===== config.mk =====
export PLATFORM = sky130hd
export DESIGN_NAME = frame_crc_proc
export DESIGN_NICKNAME = d
export VERILOG_FILES = /design/src/rtl/frame_crc_pkg.sv /design/src/rtl/frame_crc_reg.sv /design/src/rtl/frame_tx_path.sv /design/src/rtl/frame_rx_path.sv /design/src/rtl/frame_crc_proc.sv
export SDC_FILE = /design/constraint.sdc
export NUM_CORES = 1
export LEC_CHECK = 0
export BUFFER_PORTS_ARGS = -buffer_cell sky130_fd_sc_hd__buf_2
export CAP_MARGIN = 20
export CORE_MARGIN = 2
export CORE_UTILIZATION = 39
export CTS_BUF_LIST = sky130_fd_sc_hd__clkbuf_16
export CTS_CLUSTER_SIZE = 16
export DETAILED_ROUTE_END_ITERATION = 10
export GPL_TIMING_DRIVEN = 0
export HOLD_SLACK_MARGIN = 0.06
export PLACE_DENSITY = 0.58
export SYNTH_ARGS = -nofsm -noshare
export SYNTH_HDL_FRONTEND = slang
export SYNTH_HIERARCHICAL = 1
export SYNTH_SLANG_ARGS = --single-unit

===== constraint.sdc =====
create_clock -name clk -period 2.8 [get_ports clk]
set_clock_uncertainty 0.15 [all_clocks]
set_input_delay 0.14 -clock clk [delete_from_list [all_inputs] [get_ports clk]]
set_output_delay 0.14 -clock clk [all_outputs]
set_load 0.05 [all_outputs]

===== src/rtl/frame_crc_pkg.sv =====
package frame_crc_pkg;
  localparam int BYTE_W = 8;
  localparam int CRC_W  = 16;

  typedef logic [BYTE_W-1:0] byte_t;
  typedef logic [CRC_W-1:0]  crc_t;

  // One byte through the reflected shift register, bit 0 first.
  function automatic crc_t crc_step(input crc_t c, input byte_t d, input crc_t poly_rev);
    crc_t r;
    r = c;
    for (int i = 0; i < BYTE_W; i++) begin
      if (r[0] ^ d[i]) r = (r >> 1) ^ poly_rev;
      else             r = r >> 1;
    end
    return r;
  endfunction
endpackage


===== src/rtl/frame_crc_reg.sv =====
module frame_crc_reg
  import frame_crc_pkg::*;
#(
  parameter crc_t POLY_REV = 16'h8408
) (
  input  logic  clk,
  input  logic  rst_n,
  input  logic  clr,
  input  logic  upd,
  input  byte_t din,
  output crc_t  crc_q,
  output crc_t  crc_nxt
);
  crc_t crc_d;

  always_comb begin
    crc_nxt = crc_step(crc_q, din, POLY_REV);
    crc_d   = crc_q;
    if (clr)      crc_d = '0;
    else if (upd) crc_d = crc_nxt;
  end

  always_ff @(posedge clk or negedge rst_n) begin
    if (!rst_n)          crc_q <= '0;
    else if (clr || upd) crc_q <= crc_d;
  end
endmodule


===== src/rtl/frame_tx_path.sv =====
module frame_tx_path
  import frame_crc_pkg::*;
#(
  parameter int   LEN_W    = 7,
  parameter crc_t POLY_REV = 16'h8408
) (
  input  logic  clk,
  input  logic  rst_n,
  input  logic  auto_en,
  input  logic  slot,
  input  byte_t fifo_data,
  output logic  fifo_pop,
  output logic  out_valid,
  output byte_t out_data
);
  localparam logic [LEN_W-1:0] REM_ONE = LEN_W'(1);
  localparam logic [LEN_W-1:0] REM_TWO = LEN_W'(2);

  logic             busy_q, busy_d, auto_q, auto_d, valid_d;
  logic [LEN_W-1:0] rem_q, rem_d;
  byte_t            data_d;
  logic             crc_clr, crc_upd, in_check;
  crc_t             crc_q, crc_nxt;

  frame_crc_reg #(.POLY_REV(POLY_REV)) u_crc (
    .clk(clk), .rst_n(rst_n), .clr(crc_clr), .upd(crc_upd),
    .din(fifo_data), .crc_q(crc_q), .crc_nxt(crc_nxt)
  );

  assign in_check = busy_q && auto_q && (rem_q <= REM_TWO);
  assign fifo_pop = slot && !in_check;

  always_comb begin
    busy_d  = busy_q;
    auto_d  = auto_q;
    rem_d   = rem_q;
    data_d  = out_data;
    valid_d = slot;
    crc_clr = 1'b0;
    crc_upd = 1'b0;
    if (slot) begin
      if (!busy_q) begin
        data_d  = fifo_data;
        rem_d   = fifo_data[LEN_W-1:0];
        auto_d  = auto_en;
        busy_d  = (fifo_data[LEN_W-1:0] != '0);
        crc_clr = 1'b1;
      end else begin
        if (in_check) begin
          data_d = (rem_q == REM_TWO) ? crc_q[7:0] : crc_q[15:8];
        end else begin
          data_d  = fifo_data;
          crc_upd = auto_q;
        end
        rem_d  = rem_q - REM_ONE;
        busy_d = (rem_q != REM_ONE);
      end
    end
  end

  always_ff @(posedge clk or negedge rst_n) begin
    if (!rst_n) begin
      busy_q    <= 1'b0;
      auto_q    <= 1'b0;
      rem_q     <= '0;
      out_data  <= '0;
      out_valid <= 1'b0;
    end else begin
      out_valid <= valid_d;
      if (slot) begin
        busy_q   <= busy_d;
        auto_q   <= auto_d;
        rem_q    <= rem_d;
        out_data <= data_d;
      end
    end
  end

  // a pop only ever accompanies a slot request
  p_pop_only_on_slot_r5: assert property (@(posedge clk) disable iff (!rst_n)
    fifo_pop |-> slot);
  // every slot yields a valid byte in the next cycle
  p_slot_gives_byte_r5: assert property (@(posedge clk) disable iff (!rst_n)
    slot |=> out_valid);
  // the check sequence register holds while its bytes are being sent
  p_crc_hold_in_check_r4: assert property (@(posedge clk) disable iff (!rst_n)
    (slot && in_check) |=> $stable(crc_q));
  // a new frame starts the CRC from zero
  p_crc_restart_r12: assert property (@(posedge clk) disable iff (!rst_n)
    (slot && !busy_q) |=> (crc_q == '0));
endmodule


===== src/rtl/frame_rx_path.sv =====
module frame_rx_path
  import frame_crc_pkg::*;
#(
  parameter int   LEN_W    = 7,
  parameter crc_t POLY_REV = 16'h8408
) (
  input  logic              clk,
  input  logic              rst_n,
  input  logic              auto_en,
  input  logic              in_valid,
  input  byte_t             in_data,
  input  byte_t             rssi,
  input  logic [BYTE_W-2:0] corr,
  output logic              out_valid,
  output byte_t             out_data
);
  localparam logic [LEN_W-1:0] REM_ONE = LEN_W'(1);
  localparam logic [LEN_W-1:0] REM_TWO = LEN_W'(2);

  logic             busy_q, busy_d, auto_q, auto_d;
  logic [LEN_W-1:0] rem_q, rem_d;
  byte_t            data_d;
  logic             crc_clr, crc_upd, in_check;
  crc_t             crc_q, crc_nxt;

  frame_crc_reg #(.POLY_REV(POLY_REV)) u_crc (
    .clk(clk), .rst_n(rst_n), .clr(crc_clr), .upd(crc_upd),
    .din(in_data), .crc_q(crc_q), .crc_nxt(crc_nxt)
  );

  assign in_check = busy_q && auto_q && (rem_q <= REM_TWO);

  always_comb begin
    busy_d  = busy_q;
    auto_d  = auto_q;
    rem_d   = rem_q;
    data_d  = out_data;
    crc_clr = 1'b0;
    crc_upd = 1'b0;
    if (in_valid) begin
      if (!busy_q) begin
        data_d  = in_data;
        rem_d   = in_data[LEN_W-1:0];
        auto_d  = auto_en;
        busy_d  = (in_data[LEN_W-1:0] != '0);
        crc_clr = 1'b1;
      end else begin
        crc_upd = auto_q;
        if (in_check)
          data_d = (rem_q == REM_TWO) ? rssi : {(crc_nxt == '0), corr};
        else
          data_d = in_data;
        rem_d  = rem_q - REM_ONE;
        busy_d = (rem_q != REM_ONE);
      end
    end
  end

  always_ff @(posedge clk or negedge rst_n) begin
    if (!rst_n) begin
      busy_q    <= 1'b0;
      auto_q    <= 1'b0;
      rem_q     <= '0;
      out_data  <= '0;
      out_valid <= 1'b0;
    end else begin
      out_valid <= in_valid;
      if (in_valid) begin
        busy_q   <= busy_d;
        auto_q   <= auto_d;
        rem_q    <= rem_d;
        out_data <= data_d;
      end
    end
  end

  // bytes outside the check positions leave unchanged one cycle later
  p_pass_through_r9: assert property (@(posedge clk) disable iff (!rst_n)
    (in_valid && !in_check) |=> (out_valid && out_data == $past(in_data)));
  // first check position becomes the signal strength byte
  p_rssi_subst_r6: assert property (@(posedge clk) disable iff (!rst_n)
    (in_valid && in_check && rem_q == REM_TWO) |=> (out_data == $past(rssi)));
  // with checking off the CRC register does not move
  p_crc_idle_off_r9: assert property (@(posedge clk) disable iff (!rst_n)
    (in_valid && busy_q && !auto_q) |=> $stable(crc_q));
endmodule


===== src/rtl/frame_crc_proc.sv =====
module frame_crc_proc
  import frame_crc_pkg::*;
#(
  parameter int   LEN_W    = 7,
  parameter crc_t POLY_REV = 16'h8408
) (
  input  logic              clk,
  input  logic              rst_n,
  input  logic              crc_auto_en,
  input  logic              tx_slot,
  input  logic [BYTE_W-1:0] tx_fifo_data,
  output logic              tx_fifo_pop,
  output logic              tx_out_valid,
  output logic [BYTE_W-1:0] tx_out_data,
  input  logic              rx_in_valid,
  input  logic [BYTE_W-1:0] rx_in_data,
  input  logic [BYTE_W-1:0] rx_rssi,
  input  logic [BYTE_W-2:0] rx_corr,
  output logic              rx_out_valid,
  output logic [BYTE_W-1:0] rx_out_data
);
  logic rst_meta, rst_sync;

  // Assert asynchronously, release on the clock
  always_ff @(posedge clk or negedge rst_n) begin
    if (!rst_n) begin
      rst_meta <= 1'b0;
      rst_sync <= 1'b0;
    end else begin
      rst_meta <= 1'b1;
      rst_sync <= rst_meta;
    end
  end

  frame_tx_path #(.LEN_W(LEN_W), .POLY_REV(POLY_REV)) u_tx (
    .clk(clk), .rst_n(rst_sync), .auto_en(crc_auto_en), .slot(tx_slot),
    .fifo_data(tx_fifo_data), .fifo_pop(tx_fifo_pop),
    .out_valid(tx_out_valid), .out_data(tx_out_data)
  );

  frame_rx_path #(.LEN_W(LEN_W), .POLY_REV(POLY_REV)) u_rx (
    .clk(clk), .rst_n(rst_sync), .auto_en(crc_auto_en), .in_valid(rx_in_valid),
    .in_data(rx_in_data), .rssi(rx_rssi), .corr(rx_corr),
    .out_valid(rx_out_valid), .out_data(rx_out_data)
  );

  // no output byte is flagged while reset is held
  p_quiet_in_reset_r11: assert property (@(posedge clk)
    !rst_sync |-> (!tx_out_valid && !rx_out_valid));
endmodule


==> results by group <==
Outcome
  • Status: finished clean

Logic synthesis
  • Mean Syn Cell Area: approximately 11 um2
  • Gate Count Post-Synth: between 300 and 400
  • Syn Std Cell Area: around 4400 um2
  • Syn Nets: 440
  • Warnings from Yosys: 6

Critical path
  • CP required: 2840 ps
  • CP max FO: 10
  • Critical path class: reg2reg
  • Critical Path Source: u_rx/rem_q[0]$_DFFE_PN0P_
  • Worst path arrival time: between 2000 and 3000 ps
  • FF-to-FF path depth: 7
  • Critical R2R Launch: u_rx/rem_q[0]$_DFFE_PN0P_
  • Startpoint Class: flip-flop
  • Worst setup EP type: flip-flop
  • FF-to-FF End: u_rx/out_data[3]$_DFFE_PN0P_
  • Worst reg-to-reg setup slack: approximately 240 ps

Clocking
  • CTS tree: done
  • CTS buffer count: 9
  • CTS root buffer: clkbuf_16
  • # H-tree levels: 3
  • Max Buffers Root-to-Sink: 2
  • Clock sinks: 70
  • Post-cts gate resize count: 0
  • Clk slew on worst S/H paths: 60 ps
  • Worst skew pair latency: ~330 ps

Place
  • RePlAce Congestion: between 0.8 and 0.9
  • Placed Area: between 4000 and 5000 um2
  • IO Port Bufs: 54
  • DPL Wire Length: roughly 7500 um

Timing
  • Actual slew at the worst max-slew pin: between 600 and 700 ps
  • Final Slew Violations: 0
  • Hold slack final: about 73 ps
  • Setup Viol. Count Final: 0
  • RSZ-0062 raised after global routing: no
  • Fmax: about 400 MHz
  • Final-report hold violation count: 0
  • Slew headroom: approximately 57%
  • Final Cycle Share: about 92%
  • Crit path time final: between 2000 and 3000 ps
  • Total negative slack: 0 ps

Die
  • Die Y: about 110 um
  • Std-Cell Rows: 38
  • Overall die width: 110 um
  • Core Area: approximately 11,000 um2
  • Starting density of the core: around 40%
  • Boundary Pins: 55
  • Die area: ~12,000 um2

Power and ir drop
  • Leakage power: about 0.0025 uW
  • Worst VDD drop: 0.000352 V
  • PwrDens: around 1100 nW/um2

Route
  • Via Count: 3,395
  • DR WL/cell: about 17 um
  • Initial drt markers: 218
  • Antenna Nets Post-Route: 0
  • Final WL: 11,000 um
  • Vias per cell: 5.30
  • Drt pass-1 iters: 4
  • # DRC: 0

Global route
  • Total GRT Usage: 19.5%
  • Largest net degree at the start of global routing: 50
  • Grt ovf: 0
  • First-pass GRT wire length: around 18,000 um
  • Antenna violations before repair: 0
  • Vias in the first global route: 3,423

Cells and area
  • Post-route design area: between 5000 and 6000 um2
  • Most common cell after layout, fill and taps aside: dfrtp_1
  • Highest-count cells in the layout ignoring fill and taps: dfrtp_1, buf_2, dlygate4sd3_1, inv_1, nor2_1
  • Area Growth Syn to Fin: 24.0%
  • Share of post-route cells with drive strength above 1: approximately a fifth
  • Antenna diodes: 0
  • Fin nets: 539

Min path
  • Hold crit path type: reg2async

Flow run
  • Max-cap violation count: 0
==> how the worst max path moves through the flow <==
stage                                            end  slack (ps)  depth (start not counted)
global placement           u_tx/rem_q[3]$_DFFE_PN0P_        -490                          0
CTS                     u_rx/out_data[4]$_DFFE_PN0P_         260                          7
finish                  u_rx/out_data[3]$_DFFE_PN0P_         240                          7
detailed placement  u_tx/u_crc/crc_q[12]$_DFFE_PN0P_         370                          9
global route        u_tx/u_crc/crc_q[12]$_DFFE_PN0P_         110                          9
floorplan                    u_rx/auto_q$_DFFE_PN0P_         560                          0
==> cell type report <==
cell class,count,area [um2]
Buffer,20,82.6
Clock buffer,9,225
Clock inverter,6,23.8
Fill cell,991,5490
Inverter,29,109
Multi-Input combinational cell,279,2450
Sequential cell,70,1760
Tap cell,140,175
Timing Repair Buffer,88,628
==> registers in the layout, summed over array words and instances (netlist names) <==
register          count
u_rx/u_crc/crc_q     16
u_tx/u_crc/crc_q     16
u_rx/out_data         8
u_tx/out_data         8
u_rx/rem_q            7
u_tx/rem_q            7
rst_meta              1
rst_sync              1
u_rx/auto_q           1
u_rx/busy_q           1
u_rx/out_valid        1
u_tx/auto_q           1
u_tx/busy_q           1
u_tx/out_valid        1
==> worst max-delay path: stages, from the launching register on <==
cell	delay, ps
dfrtp_1	420
inv_1	130
ha_1	150
clkbuf_1	400
mux2_2	400
dlygate4sd3_1	570
nand3_1	90
o221ai_1	110
==> layer usage <==
layer / part of all wire, % / up-vias / global-route usage, %
met5: 0 / - / 0
li1: - / 1626 / -
met3: 4.0 / 16 / 2.65
met1: 48 / 1665 / 27.2
met2: 46 / 88 / 30.3
met4: 2.0 / 0 / 9.11
==> power by group <==
group | switching [uW] | internal (uW) | leakage, uW
Combinational | 1490 | 1640 | 0.00154
Clock | 416 | 577 | 0.000134
Sequential | 393 | 1400 | 0.000842
==> metrics by stage <==
stage	setup WS [ps]	power, uW	instances	utilization, %
6_report	238	5920	641	49.8
5_1_grt	113	6350	641	49.8
4_1_cts	257	5950	641	49.8
3_5_place_dp	369	4860	593	44.5
3_3_place_gp	-490	4790	592	44.3
2_1_floorplan	556	4260	398	-
==> what timing repair did <==
action | 4_1_cts | 5_1_grt
setup buffers | 0 | 0
hold buffers | 33 | 0
endpoints found under the hold margin | 31 | 0
(Power assumes the default switching activity.)
